===== src/rtl/bootsel_pkg.sv =====
package bootsel_pkg;

  localparam int OPT_W  = 19;
  localparam int WAIT_W = 4;
  localparam int CODE_W = 4;

  typedef enum logic [1:0] {
    SP_CPU    = 2'b00,
    SP_USER   = 2'b01,
    SP_SUPER  = 2'b10,
    SP_EITHER = 2'b11
  } space_e;

  // Packed so that bit 0 of the option write lands in waitCount[0].
  typedef struct packed {
    logic              autoVec;
    logic [2:0]        irqLevel;
    space_e            space;
    logic              dsTiming;
    logic [1:0]        dirEn;
    logic [1:0]        laneEn;
    logic [CODE_W-1:0] sizeCode;
    logic [WAIT_W-1:0] waitCount;
  } optFields_t;

  localparam optFields_t OPT_RESET = '{
    autoVec:   1'b0,
    irqLevel:  3'd0,
    space:     SP_SUPER,
    dsTiming:  1'b0,
    dirEn:     2'b11,
    laneEn:    2'b11,
    sizeCode:  4'd8,
    waitCount: 4'd13
  };

  typedef struct packed {
    logic capture;
    logic cntClr;
    logic cntInc;
    logic ackOn;
    logic ackOff;
    logic selOn;
  } ctlStrobes_t;

  typedef struct packed {
    logic hit;
    logic strobeOn;
    logic waitDone;
    logic ackOk;
  } dpStatus_t;

  typedef enum logic [1:0] {
    ST_IDLE,
    ST_COUNT,
    ST_ACKED,
    ST_MISS
  } busState_e;

endpackage


===== src/rtl/bootsel_dp.sv =====
module bootsel_dp
  import bootsel_pkg::*;
#(
  parameter int ADDR_W    = 24,
  parameter int MIN_LOG2  = 11,
  parameter int NUM_SIZES = 10
) (
  input  logic              clk,
  input  logic              rstN,
  input  logic              cfgWrEn,
  input  logic              cfgSel,
  input  logic [ADDR_W-1:0] cfgData,
  input  logic [ADDR_W-1:0] busAddr,
  input  logic              asN,
  input  logic              dsN,
  input  logic              rdWr,
  input  logic              upperEn,
  input  logic              lowerEn,
  input  logic [2:0]        fc,
  input  ctlStrobes_t       strb,
  output dpStatus_t         stat,
  output logic              csN,
  output logic              dtackN
);

  localparam int CMP_W = ADDR_W - MIN_LOG2;

  logic [CMP_W-1:0]  progBase;
  logic [CMP_W-1:0]  actBase;
  optFields_t        progOpt;
  optFields_t        actOpt;
  logic [WAIT_W-1:0] waitCnt;

  // Programmed copy: written by software at any time.
  always_ff @(posedge clk or negedge rstN) begin
    if (!rstN) begin
      progBase <= '0;
      progOpt  <= OPT_RESET;
    end else if (cfgWrEn) begin
      if (cfgSel) progOpt  <= optFields_t'(cfgData[OPT_W-1:0]);
      else        progBase <= cfgData[ADDR_W-1:MIN_LOG2];
    end
  end

  // Active copy: only reloaded between bus cycles.
  always_ff @(posedge clk or negedge rstN) begin
    if (!rstN) begin
      actBase <= '0;
      actOpt  <= OPT_RESET;
    end else if (strb.capture) begin
      actBase <= progBase;
      actOpt  <= progOpt;
    end
  end

  // One compare mask per window size.
  logic [CMP_W-1:0] sizeMask [NUM_SIZES];
  for (genvar g = 0; g < NUM_SIZES; g++) begin : g_mask
    assign sizeMask[g] = {CMP_W{1'b1}} << g;
  end

  logic [CODE_W-1:0] codeIdx;
  logic [CMP_W-1:0]  selMask;

  always_comb begin
    if (actOpt.sizeCode >= CODE_W'(NUM_SIZES)) codeIdx = CODE_W'(NUM_SIZES - 1);
    else                                       codeIdx = actOpt.sizeCode;
  end

  always_comb begin
    selMask = '0;
    for (int i = 0; i < NUM_SIZES; i++) begin
      if (codeIdx == CODE_W'(i)) selMask = sizeMask[i];
    end
  end

  logic addrHit, spaceHit, dirHit, laneHit;

  assign addrHit = ((busAddr[ADDR_W-1:MIN_LOG2] ^ actBase) & selMask) == '0;

  always_comb begin
    case (actOpt.space)
      SP_CPU:    spaceHit = (fc == 3'b111) &&
                            ((actOpt.irqLevel == 3'd0) || (busAddr[3:1] == actOpt.irqLevel));
      SP_USER:   spaceHit = !fc[2];
      SP_SUPER:  spaceHit = fc[2] && (fc != 3'b111);
      SP_EITHER: spaceHit = (fc != 3'b111);
    endcase
  end

  assign dirHit  = rdWr ? actOpt.dirEn[0] : actOpt.dirEn[1];
  assign laneHit = (upperEn & actOpt.laneEn[1]) | (lowerEn & actOpt.laneEn[0]);

  logic unusedAddrBits;
  assign unusedAddrBits = ^{busAddr[MIN_LOG2-1:4], busAddr[0]};

  assign stat.hit      = addrHit & spaceHit & dirHit & laneHit;
  assign stat.strobeOn = !asN && (!actOpt.dsTiming || !dsN);
  assign stat.waitDone = (waitCnt == actOpt.waitCount);
  assign stat.ackOk    = (actOpt.waitCount != '1) &&
                         !((actOpt.space == SP_CPU) && actOpt.autoVec);

  // Wait-state counter.
  always_ff @(posedge clk or negedge rstN) begin
    if (!rstN)            waitCnt <= '0;
    else if (strb.cntClr) waitCnt <= '0;
    else if (strb.cntInc) waitCnt <= waitCnt + 1'b1;
  end

  // Registered strobes.
  always_ff @(posedge clk or negedge rstN) begin
    if (!rstN) begin
      csN    <= 1'b1;
      dtackN <= 1'b1;
    end else begin
      csN <= !strb.selOn;
      if (strb.ackOn)       dtackN <= 1'b0;
      else if (strb.ackOff) dtackN <= 1'b1;
    end
  end


  cs_release_chk: assert property (@(posedge clk) disable iff (!rstN)
    asN |=> csN);


  ack_release_chk: assert property (@(posedge clk) disable iff (!rstN)
    asN |=> dtackN);


  cfg_frozen_chk: assert property (@(posedge clk) disable iff (!rstN)
    !asN |=> $stable({actBase, actOpt}));


  no_ack_disabled_chk: assert property (@(posedge clk) disable iff (!rstN)
    (actOpt.waitCount == '1) |=> dtackN);


  ack_on_count_chk: assert property (@(posedge clk) disable iff (!rstN)
    $fell(dtackN) |-> $past(stat.waitDone));

endmodule


===== src/rtl/bootsel_ctrl.sv =====
module bootsel_ctrl
  import bootsel_pkg::*;
(
  input  logic        clk,
  input  logic        rstN,
  input  logic        asN,
  input  dpStatus_t   stat,
  output ctlStrobes_t strb
);

  busState_e state, nxt;

  always_ff @(posedge clk or negedge rstN) begin
    if (!rstN) state <= ST_IDLE;
    else       state <= nxt;
  end

  always_comb begin
    strb         = '0;
    nxt          = state;
    strb.capture = asN;
    strb.selOn   = stat.hit && stat.strobeOn;
    if (asN) begin
      strb.cntClr = 1'b1;
      strb.ackOff = 1'b1;
      nxt         = ST_IDLE;
    end else begin
      case (state)
        ST_IDLE, ST_COUNT: begin
          if (!stat.hit) begin
            strb.cntClr = 1'b1;
            nxt         = ST_MISS;
          end else if (stat.waitDone && stat.ackOk) begin
            strb.ackOn = 1'b1;
            nxt        = ST_ACKED;
          end else begin
            strb.cntInc = !stat.waitDone;
            nxt         = ST_COUNT;
          end
        end
        ST_ACKED: begin
          if (!stat.hit) begin
            strb.ackOff = 1'b1;
            strb.cntClr = 1'b1;
            nxt         = ST_MISS;
          end
        end
        ST_MISS: begin
          nxt = ST_MISS;
        end
      endcase
    end
  end


  no_ack_on_miss_chk: assert property (@(posedge clk) disable iff (!rstN)
    !stat.hit |-> !strb.ackOn);


  ack_needs_count_chk: assert property (@(posedge clk) disable iff (!rstN)
    strb.ackOn |-> stat.waitDone);

endmodule


===== src/rtl/bootsel_decoder.sv =====
module bootsel_decoder
  import bootsel_pkg::*;
#(
  parameter int ADDR_W    = 24,
  parameter int MIN_LOG2  = 11,
  parameter int NUM_SIZES = 10
) (
  input  logic              clk,
  input  logic              rstN,
  input  logic              cfgWrEn,
  input  logic              cfgSel,
  input  logic [ADDR_W-1:0] cfgData,
  input  logic [ADDR_W-1:0] busAddr,
  input  logic              asN,
  input  logic              dsN,
  input  logic              rdWr,
  input  logic              upperEn,
  input  logic              lowerEn,
  input  logic [2:0]        fc,
  output logic              csN,
  output logic              dtackN
);

  ctlStrobes_t strb;
  dpStatus_t   stat;

  bootsel_ctrl u_ctrl (
    .clk  (clk),
    .rstN (rstN),
    .asN  (asN),
    .stat (stat),
    .strb (strb)
  );

  bootsel_dp #(
    .ADDR_W    (ADDR_W),
    .MIN_LOG2  (MIN_LOG2),
    .NUM_SIZES (NUM_SIZES)
  ) u_dp (
    .clk     (clk),
    .rstN    (rstN),
    .cfgWrEn (cfgWrEn),
    .cfgSel  (cfgSel),
    .cfgData (cfgData),
    .busAddr (busAddr),
    .asN     (asN),
    .dsN     (dsN),
    .rdWr    (rdWr),
    .upperEn (upperEn),
    .lowerEn (lowerEn),
    .fc      (fc),
    .strb    (strb),
    .stat    (stat),
    .csN     (csN),
    .dtackN  (dtackN)
  );

endmodule


===== config.mk =====
export PLATFORM = sky130hd
export DESIGN_NAME = bootsel_decoder
export DESIGN_NICKNAME = d
export VERILOG_FILES = /design/src/rtl/bootsel_pkg.sv /design/src/rtl/bootsel_dp.sv /design/src/rtl/bootsel_ctrl.sv /design/src/rtl/bootsel_decoder.sv
export SDC_FILE = /design/constraint.sdc
export NUM_CORES = 1
export LEC_CHECK = 0
export CAP_MARGIN = 20
export CORE_MARGIN = 10
export CORE_UTILIZATION = 45
export CTS_BUF_LIST = sky130_fd_sc_hd__clkbuf_4 sky130_fd_sc_hd__clkbuf_8
export DETAILED_ROUTE_END_ITERATION = 8
export PLACE_DENSITY = 0.68
export SLEW_MARGIN = 10
export SYNTH_ARGS = -nofsm -noshare
export SYNTH_HDL_FRONTEND = slang
export SYNTH_HIERARCHICAL = 1
export SYNTH_SLANG_ARGS = --single-unit

===== constraint.sdc =====
create_clock -name clk -period 3.5 [get_ports clk]
set_clock_uncertainty 0.2 [all_clocks]
set_input_delay 0.875 -clock clk [delete_from_list [all_inputs] [get_ports clk]]
set_output_delay 0.875 -clock clk [all_outputs]
set_load 0.03 [all_outputs]

# Word level (Yosys, flattened, before mapping)
# Cells that the tools add are included.
[totals]
input_bits = 60
reg_bits = 72
[op_classes]
addsub = 1
reduce_logical = 27
mux = 32
n_bitwise = 9
order_cmp = 1
eq_ne = 21
[ops]
columns = ["op", "count"]
rows = [
  ["13-bit two-way mux", 10],
  ["4-bit by 3-bit equality test with 1-bit output (second input constant)", 4],
  ["2-bit two-way mux", 7],
  ["13-bit AND", 1],
  ["13-bit logical NOT", 1],
  ["13-bit XOR", 1],
  ["4-bit two-way mux", 3],
  ["1-bit two-way mux", 10],
  ["2-bit equality test (second input constant)", 4],
  ["4-bit by 2-bit equality test with 1-bit output (second input constant)", 2],
  ["4-bit equality test (second input constant)", 2],
  ["1-bit logical AND", 7],
  ["1-bit logical NOT", 7],
  ["3-bit inequality test (second input constant)", 2],
  ["2-bit one-hot mux with 3 select lines", 1],
  ["1-bit AND", 5],
  ["4-bit by 1-bit adder with 4-bit output (second input constant)", 1],
  ["2-bit by 1-bit equality test with 1-bit output (second input constant)", 2],
  ["4-bit by 1-bit equality test with 1-bit output (second input constant)", 1],
  ["4-bit equality test", 1],
  ["4-bit >= comparator (second input constant)", 1],
  ["2-bit logical NOT", 2],
  ["4-bit logical NOT", 1],
  ["4-bit inequality test (second input constant)", 1],
  ["11 further kinds", 14],
]

# Longest topological paths before layout
# Gate-level depths: netlist of the first run.
[logic_depth]
depth_word = 23
ltp_mapped = 10
depth_no_buf = 10

# By module
# Netlist of the first run, hierarchy kept.
[modules_own_cells]
columns = ["mod", "instances", "area_per_inst_um2", "seq_area_each_um2", "cells_per_inst"]
rows = [
  ["bootsel_dp", 1, 3019.1, 1776.7, 214],
  ["bootsel_ctrl", 1, 147.6, 50.0, 16],
]

# Least setup slack after synthesis of the first run
# No wires, ideal clock.
[synth_timing]
path_type = "input -> register"
start = "input busAddr[1]"
end = "register u_dp.waitCnt[3]"
setup_ps = 119
arrival_time_ps = 2718
slack_ps = 463
stages = 9
path_cell_list = "or3b_1 -> a211oi_2 -> nor4_1 -> a221oi_2 -> nand2b_1 -> nor3_1 -> nand4_1 -> xor2_1 -> nor2_1"
[synth_lines]
columns = ["element", "line", "source"]
rows = [
  ["start, declared", "bootsel_decoder.sv:13", "input logic [ADDR_W-1:0] busAddr,"],
  ["end signal, assigned", "bootsel_dp.sv:107", "else if (strb.cntInc) waitCnt <= waitCnt + 1'b1;"],
  ["end, declared", "bootsel_dp.sv:32", "logic [WAIT_W-1:0] waitCnt;"],
]

==> results of run 1 <==
## area by class of cell
cell class                      instances  area (um^2)  share of cell area, %
Tap cell                               96          120                   2.96
Inverter                                2         7.51                  0.185
Timing Repair Buffer                   62          593                   14.6
Clock inverter                          6         85.1                   2.10
Multi-Input combinational cell        149         1300                   31.9
Sequential cell                        72         1830                   45.0
Clock buffer                           10          131                   3.24
## tightest hold or removal path, cell delays in order (launching register included)
cell and delay [ps]:
dfstp_2 370, nor2_1 80, nor2_1 40
## path summary, 6_finish.rpt
path	from	endpoint	slack, ps	cells past startpoint
max	busAddr[3]	u_dp/waitCnt[3]	420	11
max reg2reg	u_dp/actBase[6]	u_dp/waitCnt[3]	1040	11
min	u_dp/dtackN	u_dp/dtackN	290	2
min reg2reg	u_dp/dtackN	u_dp/dtackN	290	2
max in group asynchronous	rstN	u_dp/actOpt[7]	1940	2
min in group asynchronous	rstN	u_dp/progBase[0]	350	1
## registers in the layout, indices dropped and copies added (netlist names)
signal and flops:
u_dp/csN 1, u_dp/dtackN 1, u_dp/progBase 13, u_dp/actOpt 19
u_dp/progOpt 19, u_dp/waitCnt 4, u_ctrl/state 2, u_dp/actBase 13
## power by group through the flow
stage                     clock network [W]  registers, W  logic [W]
after floorplan                           0       0.00106   0.000220
after global placement                    0       0.00108   0.000329
after detailed placement                  0       0.00109   0.000337
after CTS                          0.000727       0.00107   0.000338
after global routing               0.000769       0.00109   0.000370
final                              0.000709       0.00107   0.000332
## layout by cell type, fill, tap and decap left out, types with 2 or more instances in the layout
cell type	instances
o211ai_1	2
bufinv_16	2
o21ai_0	4
mux2i_1	3
clkdlybuf4s50_1	52
nand4_1	2
clkbuf_8	9
xor2_1	6
nor3_1	3
dfstp_2	20
inv_1	2
nor4_1	4
xnor2_1	14
buf_4	9
nor2_1	13
or2_1	2
a21oi_1	7
nand2_1	7
clkinvlp_4	2
mux2_2	63
clkinv_2	2
dfrtp_1	52
## routing by layer
metal	track usage, %	up-vias	share of wire [%]
met2	19.4	42	48
li1	-	951	-
met3	2.66	13	2.6
met5	0	-	0
met4	6.26	0	2.2
met1	15.7	993	47
## cells by family after synthesis
| group | share of synthesized area, % |
|---|---|
| DFF | 57.7 |
| buffers and inverters | 1.38 |
| adders and majority gates | 0.395 |
| AOI/OAI and AO/OA | 4.58 |
| and+or+nand+nor | 7.07 |
| xor gates and xnor gates | 5.53 |
| muxes | 23.4 |
## stage by stage
| stage | std cells | hold slack [ps] | power (W) |
|---|---|---|---|
| 3_3_place_gp | 381 | 278 | 0.00141 |
| 4_1_cts | 397 | 296 | 0.00214 |
| 3_5_place_dp | 381 | 285 | 0.00143 |
| 6_report | 397 | 292 | 0.00211 |
| 2_1_floorplan | 230 | 267 | 0.00128 |
| 5_1_grt | 397 | 310 | 0.00223 |
==> results.sh, run 1 <==
export IMPL_status="completed"
export IMPL_crit_arrival_ps=3120
export IMPL_critPathKind="in -> reg"
export IMPL_setup_slack_ps=415
export IMPL_min_period_ps=3080
export IMPL_leakagePower_nw=1.63
export IMPL_grt_antenna_before_repair=0
export IMPL_fill_cells=583
export IMPL_fin_util_pct=59.4
export IMPL_cts_buffers=9
export IMPL_fmax_mhz=324
export IMPL_async_flop_share_pct=100
export IMPL_vias=1999
export IMPL_die_h_um=104
export IMPL_synth_area_top_cells="dfrtp_1 41%, mux2_2 22%, dfstp_2 17%"
export IMPL_critPathSlowestCell="clkdlybuf4s50_1"
export IMPL_yosysMostFrequentCell="mux2_2"
export IMPL_synth_common_cells="63 x mux2_2, 52 x dfrtp_1, 20 x dfstp_2"
export IMPL_io_buffers=53
export IMPL_area_growth_pct=28.2
export IMPL_setup_violations=0
export IMPL_clkPwrFrac_pct=33.5
export IMPL_rows=30
export IMPL_p_int_w=0.00160
export IMPL_grt_first_pass_wirelength_mm=10.8
export IMPL_ys_warnings_count=6
export IMPL_syn_nets=291
export IMPL_synth_edf_count=0
export IMPL_synth_cell_type_count=38
export IMPL_routedWlPerCell_um=15.9
export IMPL_yosysTopAreaCellShare_pct=41.1
export IMPL_maxSlewHeadroom_pct=57.3
export IMPL_wirelength_mm=6.31
export IMPL_start_util_pct=46.4
export IMPL_synth_top_area_cell="dfrtp_1"
export IMPL_core_mm2=0.00683
export IMPL_synth_ff_type="dfrtp_1"
export IMPL_grt_usage_pct=12.4
export IMPL_cap_violations=0
export IMPL_synth_seq_cells=72
export IMPL_fin_crit_sh_pct=88.1
export IMPL_hold_viol=0
export IMPL_rsz0062_at_grt="no"
export IMPL_dp_final_hpwl_mm=4.68
export IMPL_yosysSeqAreaShare_pct=57.7
export IMPL_critical_path_max_stage_delay_ps=510
export IMPL_place_gp_congestion=0.720
export IMPL_power_switching_w=0.000511
export IMPL_drtIter0Drc=64
export IMPL_path_cells="clkdlybuf4s50_1, or3b_1, a211oi_2, nor4_1, a221oi_2, nand2b_1, nor3_1, buf_4, nand4_1, xor2_1, nor2_1"
export IMPL_cts_sink_count=72
export IMPL_firstDrtPassIters=4
export IMPL_die_area_mm2=0.0108
export IMPL_clk_pin_slew_worst_paths_ps=80
export IMPL_slew_viol_final=0
export IMPL_ant_nets=0
export IMPL_clk_path_buf_depth=2
export IMPL_worstPathMaxFanout=4
export IMPL_tightestPinTransition_ps=641
export IMPL_tritoncts="done"
export IMPL_netlist_instances=230
export IMPL_ir_worst_vdd_mv=0.243
export IMPL_globalRouteOverflowTotal=0
export IMPL_grt_pass1_vias=2157
export IMPL_nets=357
export IMPL_syn_area_mm2=0.00317
export IMPL_routed_via_density=5.04
export IMPL_cp_required_ps=3530
export IMPL_postSynthAreaPerCell_um2=13.8
export IMPL_critical_path_top_delay_family="simple AND/OR/NAND/NOR gates"
export IMPL_drc_errors=0
export IMPL_place_ws_ps=49.6
export IMPL_die_w_um=104
export IMPL_clk_latency_ps=340
export IMPL_endpoint_kind="flip-flop"
export IMPL_swShare_pct=24.2
export IMPL_cts_resized=0
export IMPL_worst_setup_path_start_kind="primary input"
export IMPL_postCtsHoldBufs=0
export IMPL_antennaDiodeCount=0
export IMPL_htreeDepth=3
export IMPL_tns_ps=0
export IMPL_place_area_mm2=0.00384
export IMPL_grt_max_degree=31
export IMPL_min_path_type="reg -> reg"
export IMPL_power_density_mw_per_mm2=521
export IMPL_post_cts_buffers=0
export IMPL_finalInstanceArea_mm2=0.00406
export IMPL_drive_gt1_share_pct=37.9
export IMPL_combinationalPowerShare_pct=15.7
export IMPL_cts_root_buf="clkbuf_8"
export IMPL_worstPathBufferInverterCount=2
export IMPL_num_io_pins=62
export IMPL_pwr_share_seq_pct=50.8
(Power assumes the default switching activity.)
==> run 2: changes to the inputs <==
Settings changed: SLEW_MARGIN 10 to default.
==> results of run 2 <==
Same layout as run 1: the final DEF is identical, and so are final timing and power.
==> run 3: changes to the inputs <==
Settings changed: CORE_UTILIZATION 45 to 54, PLACE_DENSITY 0.68 to 0.8, SYNTH_HIERARCHICAL 1 to default.
==> results.sh, run 3 <==
export IMPL_status="completed"
export IMPL_maxSlewHeadroom_pct=48.1
export IMPL_worst_setup_path_start_kind="primary input"
export IMPL_leakagePower_nw=1.64
export IMPL_cap_violations=0
export IMPL_rows=28
export IMPL_gr_usage_met2_pct=22.3
export IMPL_grt_usage_pct=14.1
export IMPL_grt_pass1_vias=2295
export IMPL_area_growth_pct=25.6
export IMPL_setup_slack_ps=568
export IMPL_worstPathBufferInverterCount=2
export IMPL_final_cell_mix="62 x mux2_2, 52 x dfrtp_1, 51 x clkdlybuf4s50_1"
export IMPL_place_ws_ps=245
export IMPL_antennaDiodeCount=0
export IMPL_io_buffers=53
export IMPL_yosysMostFrequentCell="mux2_2"
export IMPL_grt_max_degree=39
export IMPL_endpoint_kind="flip-flop"
export IMPL_path_cells="clkdlybuf4s50_1, or3b_1, a21oi_1, a31oi_1, o311ai_2, o211ai_2, buf_4, or2_1, a31oi_1"
export IMPL_cts_sink_count=72
export IMPL_netlist_instances=245
export IMPL_post_cts_buffers=0
export IMPL_critical_path_max_stage_delay_ps=460
export IMPL_grt_antenna_before_repair=0
export IMPL_min_path_type="reg -> reg"
export IMPL_postSynthAreaPerCell_um2=13.2
export IMPL_syn_area_mm2=0.00323
export IMPL_synth_common_cells="62 x mux2_2, 52 x dfrtp_1, 20 x dfstp_2"
export IMPL_wirelength_mm=6.34
export IMPL_worstPathMaxFanout=6
export IMPL_synth_edf_count=0
export IMPL_drc_errors=0
export IMPL_core_mm2=0.00585
export IMPL_postCtsHoldBufs=0
export IMPL_p_total_w=0.00203
export IMPL_final_common_cell="mux2_2"
export IMPL_firstDrtPassIters=4
export IMPL_routedWlPerCell_um=16.4
export IMPL_dp_final_hpwl_mm=4.65
export IMPL_num_io_pins=62
export IMPL_rsz0062_at_grt="no"
export IMPL_yosysTopAreaCellShare_pct=40.3
export IMPL_fin_crit_sh_pct=83.8
export IMPL_drtIter0Drc=85
export IMPL_synth_area_top_cells="dfrtp_1 40%, mux2_2 22%, dfstp_2 16%"
export IMPL_whs_ps=295
export IMPL_nets=367
export IMPL_crit_arrival_ps=2990
export IMPL_hold_viol=0
export IMPL_yosysSeqAreaShare_pct=56.6
export IMPL_slew_viol_final=0
export IMPL_clk_latency_ps=340
export IMPL_min_period_ps=2930
export IMPL_place_gp_congestion=0.790
export IMPL_globalRouteOverflowTotal=0
export IMPL_tightestPinTransition_ps=778
export IMPL_synth_ff_type="dfrtp_1"
export IMPL_ys_warnings_count=0
export IMPL_cts_resized=0
export IMPL_synth_cell_type_count=39
export IMPL_routed_via_density=5.46
export IMPL_cts_buffers=9
export IMPL_clk_path_buf_depth=2
export IMPL_drive_gt1_share_pct=35.7
export IMPL_die_h_um=97.3
export IMPL_die_area_mm2=0.00946
export IMPL_reg_top3="u_dp.actOpt x19, u_dp.progOpt x19"
export IMPL_clk_pin_slew_worst_paths_ps=70
export IMPL_ir_worst_vdd_mv=0.303
export IMPL_power_density_mw_per_mm2=500
export IMPL_fmax_mhz=341
export IMPL_critical_path_top_delay_family="compound AO/OA/AOI/OAI gates"
export IMPL_synth_top_area_cell="dfrtp_1"
export IMPL_synth_seq_cells=72
export IMPL_grt_first_pass_wirelength_mm=10.9
export IMPL_top_usage_layer="met2"
export IMPL_critPathSlowestCell="clkdlybuf4s50_1"
export IMPL_vias=2108
export IMPL_cp_required_ps=3560
export IMPL_start_util_pct=55.1
export IMPL_htreeDepth=3
export IMPL_critPathKind="in -> reg"
export IMPL_syn_nets=306
export IMPL_die_w_um=97.3
export IMPL_async_flop_share_pct=100
export IMPL_met3_usage_pct=2.84
export IMPL_tritoncts="done"
export IMPL_tns_ps=0
export IMPL_setup_violations=0
export IMPL_cts_root_buf="clkbuf_8"
export IMPL_ant_nets=0
export IMPL_path_common_cell="a31oi_1"
export IMPL_grt_use_met1_pct=17.6
[run 3: changes by cell type after synthesis, sizes merged, moves of 3 or more]
cell and change:
xor2 -3, nand4 +6, nand3 +3, nand2 +4, a31oi +3, nor4 -3, or3b +3, clkbuf +8
nor2 -3, buf -5
[run 3: power breakdown]
part | total [W] | switching [W] | internal (W)
Sequential | 0.00107 | 0.0000878 | 0.000986
Clock | 0.000615 | 0.000287 | 0.000328
Combinational | 0.000339 | 0.000127 | 0.000212
Total | 0.00203 | 0.000502 | 0.00153
[run 3: logic make-up (layout without fill, tap and decap cells)]
family	after synthesis	count (layout)	synth area share, %
flip-flops	72	72	56.6
AO/OA/AOI/OAI	28	28	6.25
buffers and inverters	14	80	1.67
multiplexers	63	63	22.0
XOR/XNOR	18	18	4.89
AND/OR/NAND/NOR	49	49	8.22
adder cells (fa/ha/maj)	1	1	0.388
[run 3: metrics by stage]
step	cell area (um^2)	std cells	util, %
after floorplan	3230	245	-
after global placement	3870	370	66.1
after detailed placement	3870	370	66.1
after CTS	4050	386	69.3
after global routing	4050	386	69.3
final	4050	386	69.3
[run 3: worst min-delay path, cell delays in order (launching register included)]
cell	delay, ps
dfrtp_1	350
nand2_1	50
o21ai_0	60
[run 3: path summary, 6_finish.rpt]
check,from,endpoint,slack [ps],cells past startpoint
max in group asynchronous,rstN,u_dp.progOpt[10],1960,2
setup reg to reg,u_dp.actOpt[9],u_dp.waitCnt[1],1130,8
hold reg to reg,u_dp.progOpt[4],u_dp.actOpt[4],290,2
setup / recovery,busAddr[2],u_dp.waitCnt[1],570,9
min in group asynchronous,rstN,u_dp.actOpt[16],410,1
hold / removal,u_dp.progOpt[4],u_dp.actOpt[4],290,2
[run 3: per-layer routing]
| metal | up-vias | part of all wire [%] |
|---|---|---|
| li1 | 1004 | - |
| met1 | 1054 | 46 |
| met2 | 35 | 49 |
| met3 | 15 | 2.5 |
| met4 | 0 | 2.6 |
| met5 | - | 0 |
[run 3: area by class of cell]
type,instances,area (um^2)
Sequential cell,72,1830
Multi-Input combinational cell,159,1350
Inverter,4,15.0
Clock buffer,15,181
Clock inverter,1,5.00
Tap cell,75,93.8
Timing Repair Buffer,60,586
Fill cell,454,1800
